File: src/rtl/gpc_pkg.sv
package gpc_pkg;

    localparam int DEC_W = 6;

    localparam logic [DEC_W-1:0] OFF_MODE    = 6'h00;
    localparam logic [DEC_W-1:0] OFF_CLKDIV  = 6'h04;
    localparam logic [DEC_W-1:0] OFF_STATUS  = 6'h08;
    localparam logic [DEC_W-1:0] OFF_POWER   = 6'h0C;
    localparam logic [DEC_W-1:0] OFF_CLKCTL  = 6'h10;
    localparam logic [DEC_W-1:0] OFF_IRQRAW  = 6'h14;
    localparam logic [DEC_W-1:0] OFF_IRQMASK = 6'h18;
    localparam logic [DEC_W-1:0] OFF_IRQSTAT = 6'h1C;
    localparam logic [DEC_W-1:0] OFF_DIR     = 6'h20;
    localparam logic [DEC_W-1:0] OFF_LVLW    = 6'h24;
    localparam logic [DEC_W-1:0] OFF_LVLR    = 6'h28;

    typedef enum logic [3:0] {
        SEL_MODE,
        SEL_CLKDIV,
        SEL_STATUS,
        SEL_POWER,
        SEL_CLKCTL,
        SEL_IRQRAW,
        SEL_IRQMASK,
        SEL_IRQSTAT,
        SEL_DIR,
        SEL_LVLW,
        SEL_LVLR,
        SEL_NONE
    } reg_sel_e;

endpackage

File: src/rtl/gpc_addr_decode.sv
module gpc_addr_decode
    import gpc_pkg::*;
(
    input  logic [DEC_W-1:0] offset,
    output reg_sel_e         sel
);

    always_comb begin
        unique case (offset)
            OFF_MODE:    sel = SEL_MODE;
            OFF_CLKDIV:  sel = SEL_CLKDIV;
            OFF_STATUS:  sel = SEL_STATUS;
            OFF_POWER:   sel = SEL_POWER;
            OFF_CLKCTL:  sel = SEL_CLKCTL;
            OFF_IRQRAW:  sel = SEL_IRQRAW;
            OFF_IRQMASK: sel = SEL_IRQMASK;
            OFF_IRQSTAT: sel = SEL_IRQSTAT;
            OFF_DIR:     sel = SEL_DIR;
            OFF_LVLW:    sel = SEL_LVLW;
            OFF_LVLR:    sel = SEL_LVLR;
            default:     sel = SEL_NONE;
        endcase
    end

endmodule

File: src/rtl/gpc_ctrl_regs.sv
module gpc_ctrl_regs
    import gpc_pkg::*;
#(
    parameter int               DATA_W       = 16,
    parameter int               PWR_TRIG_BIT = 7,
    parameter logic [DATA_W-1:0] PWR_SET_MASK = 16'h8040,
    parameter logic [DATA_W-1:0] STATUS_RST   = 16'h0002
) (
    input  logic              clk,
    input  logic              rst,
    input  logic              wr_en,
    input  reg_sel_e          sel,
    input  logic [DATA_W-1:0] wdata,
    output logic [DATA_W-1:0] mode_q,
    output logic [DATA_W-1:0] clkdiv_q,
    output logic [DATA_W-1:0] status_q,
    output logic [DATA_W-1:0] power_q,
    output logic [DATA_W-1:0] clkctl_q,
    output logic [DATA_W-1:0] irqraw_q,
    output logic [DATA_W-1:0] irqmask_q,
    output logic [DATA_W-1:0] irqstat_q
);

    logic [DATA_W-1:0] power_next;

    assign status_q   = STATUS_RST;
    assign power_next = wdata | (wdata[PWR_TRIG_BIT] ? PWR_SET_MASK : '0);

    always_ff @(posedge clk) begin
        if (rst) begin
            mode_q    <= '0;
            clkdiv_q  <= '0;
            power_q   <= '0;
            clkctl_q  <= '0;
            irqraw_q  <= '0;
            irqmask_q <= '0;
            irqstat_q <= '0;
        end else if (wr_en) begin
            unique case (sel)
                SEL_MODE:    mode_q    <= wdata;
                SEL_CLKDIV:  clkdiv_q  <= wdata;
                SEL_POWER:   power_q   <= power_next;
                SEL_CLKCTL:  clkctl_q  <= wdata;
                SEL_IRQRAW:  irqraw_q  <= wdata;
                SEL_IRQMASK: irqmask_q <= wdata;
                SEL_IRQSTAT: irqstat_q <= wdata;
                default:     ;
            endcase
        end
    end

    AST_POWER_FORCE: assert property (@(posedge clk) disable iff (rst)
        (wr_en && sel == SEL_POWER && wdata[PWR_TRIG_BIT])
        |=> ((power_q & PWR_SET_MASK) == PWR_SET_MASK));

    AST_MODE_KEEPS: assert property (@(posedge clk) disable iff (rst)
        !(wr_en && sel == SEL_MODE) |=> $stable(mode_q));

endmodule

File: src/rtl/gpc_gpio_bank.sv
module gpc_gpio_bank #(
    parameter int WIDTH = 16
) (
    input  logic             clk,
    input  logic             rst,
    input  logic             dir_wr,
    input  logic             lvl_wr,
    input  logic [WIDTH-1:0] wdata,
    input  logic [WIDTH-1:0] pin_in,
    output logic [WIDTH-1:0] dir_q,
    output logic [WIDTH-1:0] lvl_q,
    output logic [WIDTH-1:0] pin_out
);

    logic [WIDTH-1:0] pin_prev;
    logic [WIDTH-1:0] pin_chg;
    logic             upd_q;

    assign pin_chg = pin_in ^ pin_prev;

    always_ff @(posedge clk) begin
        if (rst) begin
            dir_q    <= '0;
            pin_prev <= '0;
            upd_q    <= 1'b0;
            pin_out  <= '0;
        end else begin
            pin_prev <= pin_in;
            upd_q    <= dir_wr | lvl_wr;
            if (dir_wr) begin
                dir_q <= wdata;
            end
            if (upd_q) begin
                pin_out <= lvl_q & dir_q;
            end
        end
    end

    for (genvar i = 0; i < WIDTH; i++) begin : g_line
        always_ff @(posedge clk) begin
            if (rst) begin
                lvl_q[i] <= 1'b0;
            end else if (pin_chg[i]) begin
                lvl_q[i] <= pin_in[i];
            end else if (lvl_wr) begin
                lvl_q[i] <= wdata[i] & dir_q[i];
            end
        end
    end

    AST_OUT_HOLD: assert property (@(posedge clk) disable iff (rst)
        !upd_q |=> $stable(pin_out));

    AST_LVL_MASKED: assert property (@(posedge clk) disable iff (rst)
        (lvl_wr && pin_chg == '0) |=> ((lvl_q & ~$past(dir_q)) == '0));

    AST_PIN_DIRECT: assert property (@(posedge clk) disable iff (rst)
        (pin_chg != '0) |=> (((lvl_q ^ $past(pin_in)) & $past(pin_chg)) == '0));

endmodule

File: src/rtl/gpio_companion.sv
module gpio_companion
    import gpc_pkg::*;
#(
    parameter int ADDR_W = 12,
    parameter int BUS_W  = 32,
    parameter int DATA_W = 16
) (
    input  logic              clk,
    input  logic              rst,
    input  logic [ADDR_W-1:0] bus_addr,
    input  logic              bus_we,
    input  logic [BUS_W-1:0]  bus_wdata,
    input  logic              bus_re,
    output logic [DATA_W-1:0] bus_rdata,
    input  logic [DATA_W-1:0] gpio_in,
    output logic [DATA_W-1:0] gpio_out
);

    localparam int LINES = DATA_W;

    reg_sel_e          sel;
    logic [DATA_W-1:0] wdata;
    logic [DATA_W-1:0] rd_val;
    logic [DATA_W-1:0] mode_q, clkdiv_q, status_q, power_q;
    logic [DATA_W-1:0] clkctl_q, irqraw_q, irqmask_q, irqstat_q;
    logic [LINES-1:0]  dir_q, lvl_q;
    logic              dir_wr, lvl_wr;
    logic              unused_hi;

    assign wdata     = bus_wdata[DATA_W-1:0];
    assign unused_hi = ^{bus_wdata[BUS_W-1:DATA_W], bus_addr[ADDR_W-1:DEC_W]};
    assign dir_wr    = bus_we && (sel == SEL_DIR);
    assign lvl_wr    = bus_we && (sel == SEL_LVLW || sel == SEL_LVLR);

    gpc_addr_decode u_decode (
        .offset (bus_addr[DEC_W-1:0]),
        .sel    (sel)
    );

    gpc_ctrl_regs #(
        .DATA_W (DATA_W)
    ) u_ctrl (
        .clk       (clk),
        .rst       (rst),
        .wr_en     (bus_we),
        .sel       (sel),
        .wdata     (wdata),
        .mode_q    (mode_q),
        .clkdiv_q  (clkdiv_q),
        .status_q  (status_q),
        .power_q   (power_q),
        .clkctl_q  (clkctl_q),
        .irqraw_q  (irqraw_q),
        .irqmask_q (irqmask_q),
        .irqstat_q (irqstat_q)
    );

    gpc_gpio_bank #(
        .WIDTH (LINES)
    ) u_gpio (
        .clk     (clk),
        .rst     (rst),
        .dir_wr  (dir_wr),
        .lvl_wr  (lvl_wr),
        .wdata   (wdata),
        .pin_in  (gpio_in),
        .dir_q   (dir_q),
        .lvl_q   (lvl_q),
        .pin_out (gpio_out)
    );

    always_comb begin
        unique case (sel)
            SEL_MODE:           rd_val = mode_q;
            SEL_CLKDIV:         rd_val = clkdiv_q;
            SEL_STATUS:         rd_val = status_q;
            SEL_POWER:          rd_val = power_q;
            SEL_CLKCTL:         rd_val = clkctl_q;
            SEL_IRQRAW:         rd_val = irqraw_q;
            SEL_IRQMASK:        rd_val = irqmask_q;
            SEL_IRQSTAT:        rd_val = irqstat_q;
            SEL_DIR:            rd_val = dir_q;
            SEL_LVLW, SEL_LVLR: rd_val = lvl_q;
            default:            rd_val = '0;
        endcase
    end

    always_ff @(posedge clk) begin
        if (rst) begin
            bus_rdata <= '0;
        end else if (bus_re) begin
            bus_rdata <= rd_val;
        end
    end

    AST_UNMAPPED_ZERO: assert property (@(posedge clk) disable iff (rst)
        (bus_re && sel == SEL_NONE) |=> (bus_rdata == '0));

    AST_RDATA_HOLD: assert property (@(posedge clk) disable iff (rst)
        !bus_re |=> $stable(bus_rdata));

    AST_LEVEL_ALIAS: assert property (@(posedge clk) disable iff (rst)
        (bus_re && (sel == SEL_LVLW || sel == SEL_LVLR)) |=> (bus_rdata == $past(lvl_q)));

endmodule

File: config.mk
export PLATFORM = sky130hd
export DESIGN_NAME = gpio_companion
export DESIGN_NICKNAME = d
export VERILOG_FILES = /design/src/rtl/gpc_pkg.sv /design/src/rtl/gpc_addr_decode.sv /design/src/rtl/gpc_ctrl_regs.sv /design/src/rtl/gpc_gpio_bank.sv /design/src/rtl/gpio_companion.sv
export SDC_FILE = /design/constraint.sdc
export NUM_CORES = 1
export LEC_CHECK = 0
export BUFFER_PORTS_ARGS = -buffer_cell sky130_fd_sc_hd__clkbuf_2
export CORE_MARGIN = 5
export CORE_UTILIZATION = 58
export DETAILED_ROUTE_END_ITERATION = 6
export GPL_TIMING_DRIVEN = 0
export PLACE_DENSITY = 0.82
export SYNTH_ARGS = -nofsm -noshare
export SYNTH_HDL_FRONTEND = slang
export SYNTH_SLANG_ARGS = --single-unit
File: constraint.sdc
create_clock -name clk -period 2.06 [get_ports clk]
set_input_delay 0.103 -clock clk [delete_from_list [all_inputs] [get_ports clk]]
set_output_delay 0.103 -clock clk [all_outputs]
set_load 0.005 [all_outputs]
==> reports/metrics.csv <==
metric,value,unit
run_status,completed,
cts_resized,0,
hold_slack,0.04666,ns
via_count,7322,
fp-row-count,43,
ys_seq_area_share,46.38,%
antenna_found_initial,0,
core_area,13990,sq um
slew_viol_final,0,
drc,0,
ys.flop_type,dfxtp_1,
cp_max_fo,10,
die_w,129.8,um
clock-sinks,193,
initial_core_util,59.55,%
r2r_slack,0.72,ns
p_leak,3.941,nW
die_h,129.8,um
ff2ff_path_depth,3,
diodes,0,
powerDensity,815.5,nW/um^2
grt_usage,28.79,%
grt_setup_unrepaired,no,
first_pass_iters,6,
worst_pin_slew,0.7996,ns
dpl.hpwl,16.76,mm
period_share,83.18,%
synth_edf_count,0,
crit_path_start_kind,primary input,
clockBufferDepth,2,
holdPathEnd,bus_rdata[15],
synth_top_area_share,46.38,%
avgRoutedWirePerCell,20.23,um
min_path_cells,4,
min_period,1.713,ns
path_clk_slew,0.07,ns
reg2reg_from,u_ctrl.irqstat_q[13],
worstSkewPairLatency,0.44,ns
hold_path_class,primary input to flip-flop,
root_buffer,clkbuf_16,
finalSetupTns,0,ns
synth_area,8330,sq um
dr.first_iter.drc_count,889,
synth_area_leaders,"dfxtp_1 46%, mux2i_1 12%, nor2_1 5.0%, nand2_1 4.7%, a21oi_1 4.6%",
ys_warn_count,0,
path_class,primary input to flip-flop,
cts_tree,built,
synth_area_per_cell,8.996,sq um
grt_pass1_vias,6796,
cp-startpoint,bus_addr[1],
r2r-end,bus_rdata[13],
worstPathRequired,2.35,ns
fill_cells,1128,
slew_headroom,46.46,%
ys_types,56,
grt_max_degree,17,
clock.fmax,583.6,MHz
hp-start,bus_re,
drv_cap,0,
syn_nets,990,
ys_ff_latch,193,
grt_pass1_wl,37.34,mm
final_common_cell,dfxtp_1,
gp_congestion,0.9304,
finalSetupViolations,0,
nNetsFinal,1076,
async_flop_share,0,%
routed_wl,24.34,mm
finalHoldViolCount,0,
die-area,16860,sq um
endpoint_kind,flip-flop,
synth_cells,926,
arrival,2.00,ns
htree_levels,4,
io_pins,96,
cts_buffers,17,
final_layout_size_suffix_gt1_share,12.32,%
mostFrequentLayoutCells,"193 x dfxtp_1, 112 x nor2_1, 105 x nand2_1",
antenna_left,0,
io_buffers,51,
synth_top_area_cell,dfxtp_1,
area_growth,15.18,%
peakVddDrop,0.6304,mV
vias_per_cell,6.086,
fin_skew,0.007341,ns
grt_overflow,0,
## sequential cells by signal, indices dropped and copies added, names as in the netlist
register / flops
u_gpio.lvl_q: 16
u_gpio.pin_prev: 16
u_ctrl.power_q: 16
bus_rdata: 16
u_ctrl.irqmask_q: 16
u_gpio.dir_q: 16
u_ctrl.clkdiv_q: 16
u_gpio.upd_q: 1
u_ctrl.irqstat_q: 16
u_ctrl.irqraw_q: 16
u_gpio.pin_out: 16
u_ctrl.clkctl_q: 16
u_ctrl.mode_q: 16
## cells in the mapped netlist (4+ instances only)
cell type / n
buf_2: 18
nand2_1: 105
dfxtp_1: 193
nand3_1: 23
o22ai_1: 4
a21o_1: 4
nor3_1: 20
o21ai_0: 5
mux2_2: 7
mux2i_1: 96
and3_1: 19
inv_1: 17
buf_4: 6
a311oi_1: 8
mux4_2: 6
clkbuf_1: 58
o31a_1: 5
a21oi_1: 77
a22oi_1: 19
a22o_1: 13
a31oi_1: 4
nand2b_1: 17
nor2_1: 112
nor2b_1: 26
a222oi_1: 19
## worst max path at each step
stage / end / slack, ns / depth (start not counted)
floorplan: bus_rdata[0] / 0.46 / 6
global placement: u_ctrl.irqstat_q[9] / 0.005 / 7
detailed placement: u_ctrl.irqstat_q[13] / -0.04 / 7
CTS: u_ctrl.irqstat_q[15] / 0.40 / 7
global route: u_ctrl.irqstat_q[7] / 0.24 / 7
finish: u_ctrl.irqstat_q[15] / 0.35 / 7
## metrics by stage
stage               instance area [sq um]  utilization, %  power, mW  worst slack (ns)  std cells
floorplan                            8330               -      4.181            0.4565        926
global placement                     8811           62.99      4.338          0.005496       1157
detailed placement                   8811           62.99      4.346          -0.04235       1157
CTS                                  9595           68.60      7.801            0.3955       1203
global route                         9595           68.60      8.016            0.2357       1203
finish                               9595           68.60      7.825            0.3465       1203
## worst max-delay path: stages
cell	delay, ns
buf_2	0.18
nor4b_2	0.44
buf_2	0.36
nand3_1	0.35
clkbuf_1	0.36
nand2_1	0.15
a21oi_1	0.07
## cells by family (layout without fill, tap and decap cells)
logic type | after synthesis | in the layout | synth area share (%)
AO/OA/AOI/OAI | 168 | 168 | 13.70
XOR/XNOR | 1 | 1 | 0.1052
buffers and inverters | 104 | 201 | 5.317
flip-flops | 193 | 193 | 46.38
multiplexers | 109 | 109 | 14.10
AND/OR/NAND/NOR | 351 | 351 | 20.40
## final cells by class
type | instances | area (sq um) | area share, %
inverter | 18 | 67.56 | 0.7041
clock inverter | 4 | 95.09 | 0.9910
multi-input combinational | 629 | 4024 | 41.94
sequential | 193 | 3864 | 40.27
timing repair buffer | 67 | 415.4 | 4.329
tap | 180 | 225.2 | 2.347
clock buffer | 26 | 529.3 | 5.516
buffer | 86 | 375.4 | 3.912
## power breakdown
part,internal [mW],total [mW],switching (mW),leakage [nW]
registers,3.78,3.82,0.0370,1.56
logic,0.159,0.489,0.330,2.07
clock network,2.12,3.52,1.39,0.308
total,6.07,7.83,1.76,3.94
## per-layer routing
metal,wire length (um),track usage (%)
met1,9919,37.58
met2,11460,47.01
met3,2368,6.754
met4,549,10.21
met5,38,0
## timing repair
| action | in CTS | in global routing |
|---|---|---|
| hold buffers | 16 | 0 |
| hold endpoints to repair | 32 | 0 |
| buffers inserted | 0 | 0 |
Power figures use the tool's default switching activity.
